`config.mk`:
```
export PLATFORM = sky130hd
export DESIGN_NAME = berr_cause_reg
export DESIGN_NICKNAME = d
export VERILOG_FILES = /design/src/rtl/berr_cause_pkg.sv /design/src/rtl/berr_cause_decode.sv /design/src/rtl/berr_flag_cell.sv /design/src/rtl/berr_cause_reg.sv
export SDC_FILE = /design/constraint.sdc
export NUM_CORES = 1
export LEC_CHECK = 0
export BUFFER_PORTS_ARGS = -buffer_cell sky130_fd_sc_hd__buf_2
export CORE_AREA = 2 2 39 41
export CTS_BUF_LIST = sky130_fd_sc_hd__clkbuf_4 sky130_fd_sc_hd__clkbuf_8
export CTS_CLUSTER_DIAMETER = 80
export DETAILED_ROUTE_END_ITERATION = 10
export DIE_AREA = 0 0 41 43
export PLACE_DENSITY_LB_ADDON = 0.25
export SLEW_MARGIN = 5
export SYNTH_ARGS = -nofsm -noshare
export SYNTH_HDL_FRONTEND = slang
export SYNTH_HIERARCHICAL = 1
export SYNTH_SLANG_ARGS = --single-unit
export TNS_END_PERCENT = 30
```
`constraint.sdc`:
```
create_clock -name clk -period 0.8 [get_ports clk]
set_input_delay 0.08 -clock clk [delete_from_list [all_inputs] [get_ports clk]]
set_output_delay 0.08 -clock clk [all_outputs]
set_load 0.02 [all_outputs]
```
`src/rtl/berr_cause_pkg.sv`:
```
package berr_cause_pkg;
   localparam int unsigned REG_W   = 8;
   localparam int unsigned CAUSE_W = 2;
   localparam int unsigned N_FLAG  = 3;
   localparam int unsigned CLR_BIT = 3;

   typedef enum logic [CAUSE_W-1:0] {
      CAUSE_NONE   = 2'b00,
      CAUSE_TMO    = 2'b01,
      CAUSE_PAR    = 2'b10,
      CAUSE_NOSTAT = 2'b11
   } cause_e;

   localparam int unsigned IDX_TMO    = 0;
   localparam int unsigned IDX_PAR    = 1;
   localparam int unsigned IDX_NOSTAT = 2;
endpackage

```
`src/rtl/berr_cause_decode.sv`:
```
module berr_cause_decode
   import berr_cause_pkg::*;
#(
   parameter int unsigned NF = N_FLAG
) (
   input  logic               stb_i,
   input  logic [CAUSE_W-1:0] cause_i,
   output logic [NF-1:0]      set_o
);
   generate
      if (NF != 3) begin : g_bad_nf
         $error("berr_cause_decode: NF must be 3");
      end
      for (genvar g = 0; g < NF; g++) begin : g_dec
         localparam logic [CAUSE_W-1:0] CODE = CAUSE_W'(g + 1);
         assign set_o[g] = stb_i && (cause_i == CODE);
      end
   endgenerate
endmodule

```
`src/rtl/berr_flag_cell.sv`:
```
module berr_flag_cell #(
   parameter bit IMPL = 1'b1
) (
   input  logic clk,
   input  logic rst_n,
   input  logic set_i,
   input  logic clr_i,
   output logic q_o
);
   generate
      if (IMPL) begin : g_live
         logic q;
         always_ff @(posedge clk or negedge rst_n) begin
            if (!rst_n) q <= 1'b0;
            else        q <= set_i | (q & ~clr_i);
         end
         assign q_o = q;

         p_set_wins_r9: assert property (@(posedge clk) disable iff (!rst_n)
            set_i |=> q_o);
         p_clear_r7: assert property (@(posedge clk) disable iff (!rst_n)
            (clr_i && !set_i) |=> !q_o);
         p_sticky_r6: assert property (@(posedge clk) disable iff (!rst_n)
            (q_o && !clr_i) |=> q_o);
         p_no_spurious_r5: assert property (@(posedge clk) disable iff (!rst_n)
            (!q_o && !set_i) |=> !q_o);
      end else begin : g_tied
         assign q_o = 1'b0;
         logic unused_in;
         assign unused_in = set_i ^ clr_i ^ clk ^ rst_n;
      end
   endgenerate
endmodule

```
`src/rtl/berr_cause_reg.sv`:
```
module berr_cause_reg
   import berr_cause_pkg::*;
#(
   parameter bit PARITY_EN = 1'b1
) (
   input  logic               clk,
   input  logic               por_n,
   input  logic               lrst_n,
   input  logic               wr_en,
   input  logic [REG_W-1:0]   wr_data,
   output logic [REG_W-1:0]   rd_data,
   input  logic               err_stb,
   input  logic [CAUSE_W-1:0] err_cause,
   output logic [N_FLAG-1:0]  flag_mirror
);
   localparam int unsigned RSV_W = REG_W - CLR_BIT;

   logic              rst_n;
   logic              clr_cmd;
   logic [N_FLAG-1:0] set_vec;
   logic [N_FLAG-1:0] flags;

   assign rst_n   = por_n & lrst_n;
   assign clr_cmd = wr_en & wr_data[CLR_BIT];

   berr_cause_decode #(.NF(N_FLAG)) u_dec (
      .stb_i  (err_stb),
      .cause_i(err_cause),
      .set_o  (set_vec)
   );

   generate
      if (CLR_BIT != N_FLAG) begin : g_bad_layout
         $error("berr_cause_reg: clear bit must sit just above the flags");
      end
      for (genvar g = 0; g < N_FLAG; g++) begin : g_flag
         localparam bit IMPL = (g == IDX_PAR) ? PARITY_EN : 1'b1;
         berr_flag_cell #(.IMPL(IMPL)) u_cell (
            .clk  (clk),
            .rst_n(rst_n),
            .set_i(set_vec[g]),
            .clr_i(clr_cmd),
            .q_o  (flags[g])
         );
      end
   endgenerate

   assign rd_data     = {{RSV_W{1'b0}}, flags};
   assign flag_mirror = flags;

   logic unused_wr;
   assign unused_wr = ^{wr_data[REG_W-1:CLR_BIT+1], wr_data[CLR_BIT-1:0]};

   p_tmo_port_r2: assert property (@(posedge clk) disable iff (!rst_n)
      (err_stb && err_cause == CAUSE_TMO) |=> rd_data[IDX_TMO]);
   p_nostat_port_r4: assert property (@(posedge clk) disable iff (!rst_n)
      (err_stb && err_cause == CAUSE_NOSTAT) |=> rd_data[IDX_NOSTAT]);
endmodule

```
# After elaboration in Yosys (flattened, before gate mapping)
# Cells that the tools add are included.
# W data, S select, Z words.
dict set report totals {
  regBits 3
  wordCells 18
}
dict set report op_classes {
  n_eq_ne 3
  bitwise 9
  reduce_logical 3
}
# op n
set op_table {}
lappend op_table {{$and A1 B1 Y1} 5}
lappend op_table {{$eq A2 B2 Y1 const B} 2}
lappend op_table {{$logic_and A1 B1 Y1} 3}
lappend op_table {{$or A1 B1 Y1} 3}
lappend op_table {{$eq A2 B1 Y1 const B} 1}
lappend op_table {{$not A1 Y1} 1}

# Depth between registers and ports, before layout
# Gate-level depths: netlist (run 1).
dict set report logic_depth {
  word_depth 4
  mapped_depth 3
  ltp_nobuf 3
}

# Hierarchy
# The synthesis (run 1) kept the hierarchy.
# mod n_inst cells_per_inst area_per_inst_um2 seq_area_each_um2
set modules_own_cells {}
lappend modules_own_cells {berr_flag_cell 3 3 36.3 25.0}
lappend modules_own_cells {berr_cause_reg 1 11 76.3 0.0}
lappend modules_own_cells {berr_cause_decode 1 3 25.0 0.0}

# Least setup slack after synthesis (run 1)
# OpenSTA, ideal clock, no wires.
dict set report synth_path {
  path_type {flip-flop to flip-flop}
  from {reg g_flag[0].u_cell.g_live.q}
  to {reg g_flag[0].u_cell.g_live.q}
  setup_ns 0.118
  t_arrival_ns 0.615
  t_required_ns 0.682
  path_slack_ns 0.067
  stages_incl_launch_ff 2
  n_path_buf 0
  cell_sequence {dfrtp_1 a21o_1}
}
dict set report synth_between {
  elab_chain_len 2
}
# element line
set synth_lines {}
lappend synth_lines {{start: declaration} berr_flag_cell.sv:12} ;# logic q;
lappend synth_lines {{start signal: assignment} berr_flag_cell.sv:15} ;# else q <= set_i | (q & ~clr_i);
lappend synth_lines {{$and A1 B1 Y1} berr_flag_cell.sv:15}
lappend synth_lines {{$or A1 B1 Y1} berr_flag_cell.sv:15}
# No other way between the ends.

# Final worst setup path (run 1)
dict set report layout_path {
  from {reg g_flag[2].u_cell.g_live.q}
  to {out flag_mirror[2]}
}
# element line
set layout_rtl {}
lappend layout_rtl {{start: declaration} berr_flag_cell.sv:12}
lappend layout_rtl {{start signal: assignment} berr_flag_cell.sv:15}
lappend layout_rtl {{end: declaration} berr_cause_reg.sv:14} ;# output logic [N_FLAG-1:0] flag_mirror
# No word-level cell between the ends.

==> results of run 1 <==
[cells by family after synthesis]
logic type	after synthesis
buf+inv	11
simple gates	5
compound gates	3
flops	3
other cells	1
[layer usage]
metal | vias up | GRT usage (%) | routed length, µm
li1 | 95 | - | -
met1 | 76 | 5.449 | 161
met2 | 11 | 7.500 | 189
met3 | 0 | 1.571 | 31
met4 | 0 | 8.000 | 0
met5 | - | 0 | 0
[stage by stage]
stage	hold slack (ns)	setup slack (ns)
2_1_floorplan	-0.09847	0.06704
3_3_place_gp	-0.003725	0.1464
3_5_place_dp	-0.009452	0.1439
4_1_cts	0.2020	-0.06860
5_1_grt	0.2214	-0.07892
6_report	0.2104	-0.04791
[cells in the final DEF, fill, tap and decap left out, drive strengths merged]
cell         instances
a21o                 3
clkbuf               4
dfrtp                3
conb                 5
buf                 16
and3                 1
and2                 2
and3b                2
inv                  3
dlygate4sd3          2
[power by group through the flow]
stage	Combinational, mW	Clock [mW]	Sequential, mW
floorplan	0.120	0	0.211
global placement	0.158	0	0.187
detailed placement	0.157	0	0.189
CTS	0.222	0.309	0.189
global route	0.252	0.313	0.193
finish	0.229	0.292	0.190
[worst register-to-register path, stage by stage, from the launching register on]
cell and delay (ns):
dfrtp_1 0.40, buf_4 0.14, a21o_1 0.14
[path summary, 6_finish.rpt]
path / cells after the start / end / startpoint
min reg2reg: 2 / g_flag[2].u_cell/q_o$_DFF_PN0_ / g_flag[2].u_cell/q_o$_DFF_PN0_
max: 1 / flag_mirror[2] / g_flag[2].u_cell/q_o$_DFF_PN0_
max in group asynchronous: 3 / g_flag[1].u_cell/q_o$_DFF_PN0_ / lrst_n
min in group asynchronous: 3 / g_flag[2].u_cell/q_o$_DFF_PN0_ / por_n
min: 3 / g_flag[2].u_cell/q_o$_DFF_PN0_ / err_cause[1]
max reg2reg: 2 / g_flag[1].u_cell/q_o$_DFF_PN0_ / g_flag[1].u_cell/q_o$_DFF_PN0_
[area by class of cell]
class	instances	area share, %
timing repair buffer	18	39.01
sequential	3	21.28
inverter	3	3.191
tap	16	5.674
multi-input combinational	13	22.34
clock buffer	4	8.511
[timing repair]
item                                    4_1_cts  5_1_grt
hold buffers                                  2        0
setup buffers                                 3        0
hold endpoints to repair                      3        0
pin swaps                                     0        0
resized for setup                             8        2
endpoints found under the setup margin        6        8
==> results.py, run 1 <==
metrics = {
    "setup_path": {
        "critPathBufInv": 1,
        "crit_type": "register to primary output",
        "worst_path_max_delay_cell": "dfrtp_1",
        "crit_chain": "buf_4",
        "crit_fanout": 3,
        "r2r_setup_slack_ns": 0,
        "slowest_delay_ns": 0.38,
        "critPathRequiredTime_ns": 0.72,
        "arrival_ns": 0.77,
        "critical_path.top_delay_family": "flip-flops",
        "crit_path_end_kind": "primary output",
        "crit_path_start_kind": "register",
    },
    "timing": {
        "min_period_ns": 0.8479,
        "fmax_mhz": 1179,
        "hold_violations": 0,
        "setup_tns_ns": -0.2817,
        "rsz0062_at_grt": "true",
        "final-setup-viol-count": 6,
        "drv_slew": 0,
        "finalCritPeriodShare_pct": 106.0,
        "fin_skew_ns": 0,
        "setup_ws_ns": -0.04791,
    },
    "pwr": {
        "leakage_nw": 0.2157,
        "combPwrFrac_pct": 32.2,
        "p_int_mw": 0.5131,
        "finalPower_mw": 0.7100,
        "pwr_density_cell_mw_per_mm2": 2012,
        "p_seq_share_pct": 26.7,
        "pwr-share-clk_pct": 41.1,
        "swShare_pct": 27.74,
        "p_switching_mw": 0.1970,
        "ir_worst_vdd_mv": 0.3885,
    },
    "place": {
        "dpl_cell_area_um2": 250.2,
        "io_buffers": 13,
        "dp.cells": 48,
        "gp_congestion": 0.5362,
    },
    "global_routing": {
        "first_global_vias": 188,
        "grtUsageTotal_pct": 5.617,
        "grt_max_degree": 4,
        "antenna_found_initial": 0,
        "grt_pass1_wl_um": 614,
        "grt_overflow": 0,
    },
    "synthesis": {
        "synth_compound_area_share_pct": 10.71,
        "synthFlopType": "dfrtp_1",
        "synthAdderAreaFrac_pct": 0,
        "ys_ff_latch": 3,
        "synth_top_area_share_pct": 35.71,
        "synth_seq_area_share_pct": 35.71,
        "synth_common_cells": "8 x buf_4, 3 x a21o_1, 3 x dfrtp_1, 3 x inv_1",
        "netlist_area_um2": 210.2,
        "synth_simple_gate_area_share_pct": 17.86,
        "ys_warn_count": 6,
        "yosysUniqueCellTypes": 8,
        "muxShareOfSynthArea_pct": 0,
        "syn_inst": 23,
        "synth-edff-count": 0,
        "synth_xor_area_share_pct": 0,
        "ys_async_sr_fraction_pct": 100.0,
        "synth_top_family_by_area": "buffers and inverters",
        "synth_area_leaders": "dfrtp_1 36%, buf_4 29%, a21o_1 11%",
        "synth.most_common_cell": "buf_4",
        "synth_top_area_cell": "dfrtp_1",
        "synth.avg_cell_area_um2": 9.139,
    },
    "finish": {
        "fin_cells": 57,
        "fill_cells": 154,
        "final_util_pct": 25.50,
        "multi_input_area_um2": 78.83,
        "diodes": 0,
        "design_area_um2": 352.8,
        "final_nets": 57,
        "ff_latch_area_um2": 75.07,
        "area_growth_pct": 67.86,
        "final_layout_size_suffix_gt1_share_pct": 51.22,
        "largest_reg_flops": 3,
    },
    "outcome": {
        "outcome": "complete, but fails checks",
        "violations": "setup timing",
    },
    "clock_tree": {
        "cts_tree": "built",
        "clkTransAtPathRegs_ns": 0.04,
        "cts-root-buf": "clkbuf_4",
        "numClockSinks": 3,
        "htreeDepth": 1,
        "cts_buffers": 3,
        "clkLatencyLatePin_ns": 0.23,
        "cts_buffer_depth": 2,
    },
    "detailed_routing": {
        "vias_per_cell": 3.193,
        "dr_total_vias": 182,
        "totalWireLength_um": 382,
        "drcViolationCount": 0,
        "drtIter0Drc": 0,
        "drtAntennaViolNets": 0,
        "routedWlPerCell_um": 6.702,
        "detail_route.first_pass.iterations": 1,
    },
    "floorplan": {
        "core-area_mm2": 0.001384,
        "dieHeight_um": 43,
        "rows": 14,
        "ios": 26,
        "die_x_um": 41,
        "start_util_pct": 15.19,
        "dieArea_mm2": 0.001763,
    },
    "flow_run": {
        "cap_violations": 0,
    },
    "hold_path": {
        "hp-class": "primary input to register",
    },
}
Note: power is estimated with default switching activity, not from simulation.
==> inputs of run 2 (changes only) <==
Settings changed: CTS_BUF_LIST sky130_fd_sc_hd__clkbuf_4 sky130_fd_sc_hd__clkbuf_8 to not set.
==> results.py, run 2 (synthesized netlist as in run 1, its figures left out) <==
metrics = {
    "finish": {
        "final_layout_size_suffix_gt1_share_pct": 48.78,
        "final_nets": 57,
        "area_growth_pct": 66.07,
        "final_common_cell": "buf_2",
        "mostFrequentLayoutCells": "7 x buf_2, 5 x conb_1, 5 x buf_4",
        "largest_reg_flops": 3,
        "diodes": 0,
    },
    "timing": {
        "setup_tns_ns": -0.2857,
        "drv_slew": 0,
        "finalCritPeriodShare_pct": 106.0,
        "setup_ws_ns": -0.04782,
        "whs_ns": 0.2103,
        "hold_violations": 0,
        "rsz0062_at_grt": "true",
        "final-setup-viol-count": 6,
        "fmax_mhz": 1179,
        "min_period_ns": 0.8478,
        "fin_skew_ns": 0,
    },
    "setup_path": {
        "critPathRequiredTime_ns": 0.72,
        "crit_type": "register to primary output",
        "critical_path.top_delay_family": "flip-flops",
        "critPathBufInv": 1,
        "crit_path_start_kind": "register",
        "timing.rr.start": "g_flag[1].u_cell/q_o$_DFF_PN0_",
        "r2r_setup_slack_ns": 0,
        "regToRegEndpoint": "g_flag[1].u_cell/q_o$_DFF_PN0_",
        "arrival_ns": 0.77,
        "crit_chain": "buf_4",
        "crit_path_end_kind": "primary output",
        "startpoint": "g_flag[2].u_cell/q_o$_DFF_PN0_",
        "reg2regPathDepth": 2,
        "slowest_delay_ns": 0.38,
        "crit_fanout": 3,
        "worst_path_max_delay_cell": "dfrtp_1",
    },
    "floorplan": {
        "dieArea_mm2": 0.001763,
        "core-area_mm2": 0.001384,
        "start_util_pct": 15.19,
        "ios": 26,
        "die_x_um": 41,
        "rows": 14,
        "dieHeight_um": 43,
    },
    "detailed_routing": {
        "drtAntennaViolNets": 0,
        "vias_per_cell": 3.193,
        "detail_route.first_pass.iterations": 1,
        "routedWlPerCell_um": 6.702,
        "drtIter0Drc": 0,
        "drcViolationCount": 0,
        "totalWireLength_um": 382,
        "dr_total_vias": 182,
    },
    "clock_tree": {
        "cts_buffers": 3,
        "cts_buffer_depth": 2,
        "cts-root-buf": "clkbuf_4",
        "cts_tree": "built",
        "numClockSinks": 3,
        "htreeDepth": 1,
        "clkTransAtPathRegs_ns": 0.03,
        "clkLatencyLatePin_ns": 0.23,
    },
    "pwr": {
        "leakage_nw": 0.2123,
        "pwr_density_cell_mw_per_mm2": 1937,
        "ir_worst_vdd_mv": 0.3909,
    },
    "place": {
        "gp_congestion": 0.5362,
        "io_buffers": 13,
    },
    "flow_run": {
        "cap_violations": 0,
    },
    "global_routing": {
        "grt_pass1_wl_um": 614,
        "grt_overflow": 0,
        "antenna_found_initial": 0,
        "grt_max_degree": 4,
        "grtUsageTotal_pct": 5.617,
        "first_global_vias": 188,
    },
    "outcome": {
        "violations": "setup timing",
        "outcome": "complete, but fails checks",
    },
    "hold_path": {
        "min_to": "g_flag[2].u_cell/q_o$_DFF_PN0_",
        "hp-class": "primary input to register",
        "min_from": "err_cause[1]",
        "whs_path_depth": 3,
    },
}
[run 2: per-layer routing]
layer / vias to the layer above / GRT usage, % / wire length [µm]
met2: 11 / 7.500 / 192
li1: 95 / - / -
met1: 76 / 5.449 / 158
met3: 0 / 1.571 / 31
met4: 0 / 8.000 / 0
met5: - / 0 / 0
[run 2: area by class of cell]
cell class / instances / area (µm²)
sequential: 3 / 75.07
fill: 154 / 1035
timing repair buffer: 18 / 137.6
tap: 16 / 20.02
clock buffer: 4 / 26.28
multi-input combinational: 13 / 78.83
inverter: 3 / 11.26
[run 2: repair_timing]
item / 4_1_cts / 5_1_grt
buffers inserted: 3 / 0
endpoints found under the setup margin: 6 / 8
hold endpoints to repair: 3 / 0
gates resized for setup: 8 / 2
hold buffers: 2 / 0
[run 2: power breakdown]
part	switching (mW)	internal (mW)	total [mW]
clock network	0.0716	0.186	0.258
logic	0.108	0.121	0.229
registers	0.0176	0.172	0.190
[run 2: worst max-delay path by stage]
stage | to | slack [ns] | depth (start not counted)
2_1_floorplan | g_flag[0].u_cell/q_o$_DFF_PN0_ | 0.07 | 1
3_3_place_gp | g_flag[2].u_cell/q_o$_DFF_PN0_ | 0.15 | 3
3_5_place_dp | g_flag[2].u_cell/q_o$_DFF_PN0_ | 0.14 | 3
4_1_cts | flag_mirror[1] | -0.07 | 1
5_1_grt | rd_data[0] | -0.08 | 1
6_report | flag_mirror[2] | -0.05 | 1
[run 2: tightest hold or removal path: cells and delay by family]
| kind | cells | cell delay (ns) |
|---|---|---|
| AOI/OAI and AO/OA | 1 | 0.08 |
| buffers and inverters | 1 | 0.09 |
| and+or+nand+nor | 1 | 0.16 |
[run 2: through the flow]
| stage | setup WS (ns) | total power, mW | instance area (µm²) | instances | util (%) |
|---|---|---|---|---|---|
| 2_1_floorplan | 0.06704 | 0.3309 | 225.2 | 27 | - |
| 3_3_place_gp | 0.1464 | 0.3447 | 250.2 | 48 | 18.08 |
| 3_5_place_dp | 0.1439 | 0.3459 | 250.2 | 48 | 18.08 |
| 4_1_cts | -0.07110 | 0.6889 | 341.6 | 57 | 24.68 |
| 5_1_grt | -0.07874 | 0.7241 | 349.1 | 57 | 25.23 |
| 6_report | -0.04782 | 0.6761 | 349.1 | 57 | 25.23 |
